File: config.mk
export PLATFORM = sky130hd
export DESIGN_NAME = float_reset_ctl
export DESIGN_NICKNAME = d
export VERILOG_FILES = /design/src/rtl/frc_pkg.sv /design/src/rtl/frc_sync.sv /design/src/rtl/frc_dbg_seq.sv /design/src/rtl/frc_strap_hold.sv /design/src/rtl/frc_run_ctl.sv /design/src/rtl/float_reset_ctl.sv
export SDC_FILE = /design/constraint.sdc
export NUM_CORES = 1
export LEC_CHECK = 0
export BUFFER_PORTS_ARGS = -buffer_cell sky130_fd_sc_hd__buf_4
export CAP_MARGIN = 15
export CORE_MARGIN = 1.5
export CORE_UTILIZATION = 50
export DETAILED_ROUTE_END_ITERATION = 12
export PLACE_DENSITY = 0.79
export REMOVE_ABC_BUFFERS = 1
export SLEW_MARGIN = 20
export SYNTH_ARGS = -nofsm -noshare
export SYNTH_HDL_FRONTEND = slang
export SYNTH_SLANG_ARGS = --single-unit
File: constraint.sdc
create_clock -name clk -period 2.2 [get_ports clk]
set_input_delay 0.11 -clock clk [delete_from_list [all_inputs] [get_ports clk]]
set_output_delay 0.11 -clock clk [all_outputs]
set_load 0.01 [all_outputs]
File: src/rtl/frc_pkg.sv
package frc_pkg;
  typedef enum logic {
    STRAP_ADDR = 1'b0,
    STRAP_CS   = 1'b1
  } strap_style_e;
endpackage

File: src/rtl/frc_sync.sv
module frc_sync #(
  parameter int unsigned STAGES = 2
) (
  input  logic clk,
  input  logic rst,
  input  logic d_i,
  output logic q_o
);
  logic [STAGES-1:0] chain;

  always_ff @(posedge clk) begin
    if (rst) chain <= '0;
    else     chain <= {chain[STAGES-2:0], d_i};
  end

  assign q_o = chain[STAGES-1];
endmodule

File: src/rtl/frc_dbg_seq.sv
module frc_dbg_seq #(
  parameter int unsigned DBG_LEN = 16
) (
  input  logic clk,
  input  logic rst,
  input  logic req_i,
  output logic pre_o,
  output logic drv_o
);
  localparam int unsigned CW = (DBG_LEN > 2) ? $clog2(DBG_LEN) : 1;

  logic          req_q;
  logic [CW-1:0] cnt;
  logic          req_edge;

  assign req_edge = req_i & ~req_q;

  always_ff @(posedge clk) begin
    if (rst) begin
      req_q <= 1'b0;
      pre_o <= 1'b0;
      drv_o <= 1'b0;
      cnt   <= '0;
    end else begin
      req_q <= req_i;
      if (pre_o) begin
        pre_o <= 1'b0;
        drv_o <= 1'b1;
        cnt   <= CW'(DBG_LEN - 1);
      end else if (drv_o) begin
        if (cnt == '0) drv_o <= 1'b0;
        else           cnt   <= cnt - 1'b1;
      end else if (req_edge) begin
        pre_o <= 1'b1;
      end
    end
  end

  // the drive only starts after a strap lead-in cycle
  p_lead_in_r6: assert property (@(posedge clk) disable iff (rst)
    $rose(drv_o) |-> $past(pre_o));
  // a request during a sequence does not re-enter the lead-in
  p_busy_ignore_r8: assert property (@(posedge clk) disable iff (rst)
    drv_o |=> !pre_o);
endmodule

File: src/rtl/frc_strap_hold.sv
module frc_strap_hold
  import frc_pkg::*;
#(
  parameter int unsigned HOLD_CYC = 4
) (
  input  logic         clk,
  input  logic         rst,
  input  logic         src_i,
  input  logic         style_sel_i,
  output logic         strap_on_o,
  output strap_style_e style_o
);
  localparam int unsigned HW = $clog2(HOLD_CYC + 1);

  logic [HW-1:0] hold_cnt;

  assign strap_on_o = src_i | (hold_cnt != '0);

  always_ff @(posedge clk) begin
    if (rst) begin
      hold_cnt <= '0;
      style_o  <= STRAP_ADDR;
    end else begin
      if (src_i)               hold_cnt <= HW'(HOLD_CYC);
      else if (hold_cnt != '0) hold_cnt <= hold_cnt - 1'b1;
      if (!strap_on_o)         style_o  <= strap_style_e'(style_sel_i);
    end
  end

  // the style is frozen while a reset or hold is running
  p_style_frozen_r4: assert property (@(posedge clk) disable iff (rst)
    strap_on_o |=> $stable(style_o));
  // the hold never ends while a source is still active
  p_hold_covers_src_r5: assert property (@(posedge clk) disable iff (rst)
    src_i |=> strap_on_o);
endmodule

File: src/rtl/frc_run_ctl.sv
module frc_run_ctl (
  input  logic clk,
  input  logic rst,
  input  logic tgt_s_i,
  input  logic running_i,
  input  logic mask_i,
  output logic core_rst_o,
  output logic restart_o
);
  logic tgt_q;
  logic pending;
  logic rise;
  logic accept;

  assign rise   = tgt_s_i & ~tgt_q;
  assign accept = rise & running_i & ~mask_i;

  always_ff @(posedge clk) begin
    if (rst) begin
      tgt_q      <= 1'b0;
      pending    <= 1'b0;
      core_rst_o <= 1'b0;
      restart_o  <= 1'b0;
    end else begin
      tgt_q      <= tgt_s_i;
      core_rst_o <= 1'b0;
      restart_o  <= 1'b0;
      if (accept) begin
        core_rst_o <= 1'b1;
        pending    <= 1'b1;
      end else if (pending && !tgt_s_i) begin
        restart_o  <= 1'b1;
        pending    <= 1'b0;
      end
    end
  end

  // each pulse lasts a single cycle
  p_core_single_r11: assert property (@(posedge clk) disable iff (rst)
    core_rst_o |=> !core_rst_o);
  p_restart_single_r11: assert property (@(posedge clk) disable iff (rst)
    restart_o |=> !restart_o);
  // a filtered reset edge never starts the core
  p_filtered_r9_r10: assert property (@(posedge clk) disable iff (rst)
    (rise && (!running_i || mask_i)) |=> !core_rst_o);
endmodule

File: src/rtl/float_reset_ctl.sv
module float_reset_ctl
  import frc_pkg::*;
#(
  parameter int unsigned SYNC_STAGES = 2,
  parameter int unsigned HOLD_CYC    = 4,
  parameter int unsigned DBG_LEN     = 16
) (
  input  logic       clk,
  input  logic       rst,
  input  logic       tgt_rst_i,
  input  logic       mask_i,
  input  logic       running_i,
  input  logic       dbg_req_i,
  input  logic       style_sel_i,
  output logic       rst_pull_o,
  output logic       addr_strap_o,
  output logic [1:0] cs_strap_o,
  output logic       core_rst_o,
  output logic       restart_o
);
  logic         tgt_s;
  logic         dbg_pre;
  logic         dbg_drv;
  logic         strap_on;
  strap_style_e style_q;

  frc_sync #(.STAGES(SYNC_STAGES)) u_sync (
    .clk (clk), .rst (rst), .d_i (tgt_rst_i), .q_o (tgt_s)
  );

  frc_dbg_seq #(.DBG_LEN(DBG_LEN)) u_dbg (
    .clk (clk), .rst (rst), .req_i (dbg_req_i),
    .pre_o (dbg_pre), .drv_o (dbg_drv)
  );

  frc_strap_hold #(.HOLD_CYC(HOLD_CYC)) u_hold (
    .clk (clk), .rst (rst),
    .src_i (tgt_rst_i | dbg_pre | dbg_drv),
    .style_sel_i (style_sel_i),
    .strap_on_o (strap_on), .style_o (style_q)
  );

  frc_run_ctl u_run (
    .clk (clk), .rst (rst), .tgt_s_i (tgt_s),
    .running_i (running_i), .mask_i (mask_i),
    .core_rst_o (core_rst_o), .restart_o (restart_o)
  );

  assign rst_pull_o   = dbg_drv;
  assign addr_strap_o = strap_on & (style_q == STRAP_ADDR);
  assign cs_strap_o   = {2{strap_on & (style_q == STRAP_CS)}};

  // reset wire is never pulled without the straps
  p_pull_has_strap_r7: assert property (@(posedge clk) disable iff (rst)
    rst_pull_o |-> (addr_strap_o || (cs_strap_o != 2'b00)));
  // a sensed target reset always carries a strap
  p_tgt_strap_r2: assert property (@(posedge clk) disable iff (rst)
    tgt_rst_i |-> (addr_strap_o || (cs_strap_o != 2'b00)));
  // one strap style at a time, chip-selects move as a pair
  p_one_style_r3: assert property (@(posedge clk) disable iff (rst)
    !(addr_strap_o && (cs_strap_o != 2'b00)) && (cs_strap_o != 2'b01) && (cs_strap_o != 2'b10));
endmodule

==> results.json <==
{
  "setup_tns_ns": 0,
  "fmax_mhz": 504,
  "syn_area_per_cell_um2": 9.55,
  "cts_sinks": 17,
  "drc": 0,
  "ctsHoldBuffers": 0,
  "insertion_delay_ns": 0.29,
  "yosysMostFrequentCell": "dfxtp_1",
  "synth_ff_type": "dfxtp_1",
  "synth_top_area_share_pct": 48.8,
  "min_to": "u_dbg.req_q",
  "hp-start": "dbg_req_i",
  "status": "completed",
  "routedWlPerCell_um": 10.9,
  "synth.distinct_cells": 25,
  "grt_pass1_vias": 401,
  "synth_common_cells": "17 x dfxtp_1, 10 x a21oi_1, 8 x inv_1",
  "synth_area_um2": 697,
  "crit_chain": "inv_1 -> ha_1 -> ha_1 -> or4b_1 -> nand2_1 -> inv_1 -> buf_4",
  "crit_fanout": 7,
  "rows": 13,
  "num-fill-cells": 112,
  "worstPathArrival_ns": 1.88,
  "antenna_found_initial": 0,
  "crit_type": "reg2out",
  "viasPerCell": 5.11,
  "cts_max_level": 1,
  "reg2regPathDepth": 6,
  "maxSlewHeadroom_pct": 74.7,
  "p_total_mw": 0.612,
  "leakagePower_nw": 0.361,
  "cp-end-kind": "output pin",
  "die_w_um": 40.3,
  "dp_hpwl_um": 761,
  "finalHoldViolCount": 0,
  "n_antenna_cell": 0,
  "cts_made_buffers": 3,
  "postRouteAntennaNets": 0,
  "holdPathStages": 2,
  "maxCapViolations": 0,
  "grt_start_max_net_pins": 15,
  "postSynthCellCount": 73,
  "crit_buf_inv": 3,
  "vias": 511,
  "yosysTopAreaCell": "dfxtp_1",
  "cts_tree": "done",
  "area_delta_synth_final_pct": 16.3,
  "drv_slew": 0,
  "cp_top_family": "simple AND/OR/NAND/NOR gates",
  "setup_viol": 0,
  "cellPowerDensity_nw_per_um2": 754,
  "async_reset_ff_share_pct": 0,
  "post-place-ws_ns": 0.524,
  "die_area_um2": 1630,
  "io_buffers": 12,
  "post-route-util_pct": 62.3,
  "cts_resized": 0,
  "routabilityCongestion": 0.658,
  "clockRootBuffer": "clkbuf_4",
  "final_nets": 97,
  "finalCriticalPeriod_ns": 1.99,
  "drtIter0Drc": 7,
  "synth-seq-cells": 17,
  "ioPinCount": 13,
  "tightest_slew_ns": 0.375,
  "fin_ws_ns": 0.214,
  "rsz0062_at_grt": "false",
  "start_kind": "flop",
  "routed_wl_mm": 1.09,
  "post_cts_buffers": 0,
  "ys_warn_count": 0,
  "slowest_stage": "or4b_1",
  "clockBufferDepth": 2,
  "track_usage_pct": 14.8,
  "peakVddDrop_v": 0.000671,
  "clock_skew_ns": 0.0104,
  "gr-total-overflow": 0,
  "layout-drive-gt1-share_pct": 18.8,
  "timing.final.crit_share_pct": 90.3,
  "hold_class": "in2reg",
  "initial_core_util_pct": 53.6,
  "yosysSeqAreaShare_pct": 48.8,
  "reg2reg_slack_ns": 0.64,
  "synthTopCellsByArea": "dfxtp_1 49%, a21oi_1 7.2%, ha_1 7.2%, inv_1 4.3%, nor2b_1 3.6%",
  "core-area_um2": 1300,
  "crit_path_max_incr_delay_ns": 0.46,
  "synth_edf_count": 0,
  "clkSlewWorstSetupHoldPaths_ns": 0.10,
  "rr_endpoint": "u_hold.style_o",
  "grt_first_pass_wirelength_mm": 1.58,
  "required_ns": 2.09,
  "die_h_um": 40.3,
  "drtPass1Iterations": 4,
  "r2r-start": "u_hold.hold_cnt[0]"
}
through the flow:
stage | hold slack, ns | cells | cell area (um^2)
3_3_place_gp | 0.346 | 96 | 785
6_report | 0.0614 | 100 | 811
2_1_floorplan | 0.179 | 69 | 676
4_1_cts | 0.0617 | 100 | 811
5_1_grt | 0.0647 | 100 | 811
3_5_place_dp | 0.355 | 96 | 785
cell families after synthesis:
family | after synthesis | synth area share [%]
buf+inv | 12 | 7.36
xor+xnor | 1 | 1.26
fa+ha+maj | 4 | 7.18
flops | 17 | 48.8
mux | 2 | 2.87
simple gates | 23 | 20.8
compound gates | 14 | 11.7
worst max path at each step:
stage / end / cells past startpoint / startpoint / slack (ns)
after floorplan: cs_strap_o[0] / 6 / u_hold.hold_cnt[0] / 0.70
after global placement: cs_strap_o[0] / 7 / u_hold.hold_cnt[0] / 0.57
after detailed placement: cs_strap_o[0] / 7 / u_hold.hold_cnt[0] / 0.52
after CTS: cs_strap_o[0] / 7 / u_hold.hold_cnt[0] / 0.20
after global routing: cs_strap_o[0] / 7 / u_hold.hold_cnt[0] / 0.1
final: cs_strap_o[0] / 7 / u_hold.hold_cnt[0] / 0.21
layout make-up:
type | count | area [um^2] | area share (%)
multi-input combinational | 44 | 305 | 37.7
sequential | 17 | 340 | 42.0
tap | 15 | 18.8 | 2.31
inverter | 8 | 30.0 | 3.70
clock buffer | 4 | 26.3 | 3.24
timing repair buffer | 12 | 90.1 | 11.1
worst register-to-register path, cell delays in order, from the launching register on:
cell and delay, ns:
dfxtp_1 0.33, inv_1 0.06, ha_1 0.16, ha_1 0.31
or4b_1 0.46, nand2_1 0.09, a21oi_1 0.06
layer usage:
layer  vias up  global-route usage, %  wire [um]
met2        14                   20.2        457
met5         -                      0          0
met1       224                   20.4        557
met3         2                   5.00         57
li1        271                      -          -
met4         0                   7.50         13
cells in the final DEF (no fill, tap or decap), types with 3 or more instances in the layout:
master and instances:
buf_4 12, a21oi_1 10, dfxtp_1 17, nor2b_1 4, clkbuf_4 3, ha_1 4
nor3_1 3, inv_1 8, nor2_1 3
sequential cells by signal (all words and copies together) (netlist names):
name / cells
u_hold.style_o: 1
u_dbg.drv_o: 1
u_run.restart_o: 1
u_run.pending: 1
u_sync.chain: 2
u_run.tgt_q: 1
u_run.core_rst_o: 1
u_hold.hold_cnt: 3
u_dbg.pre_o: 1
u_dbg.req_q: 1
u_dbg.cnt: 4
where the power goes:
| part | internal, mW | switching, mW |
|---|---|---|
| clock | 0.0703 | 0.0935 |
| combinational | 0.0539 | 0.0525 |
| sequential | 0.327 | 0.0147 |
Power figures use the tool's default switching activity.
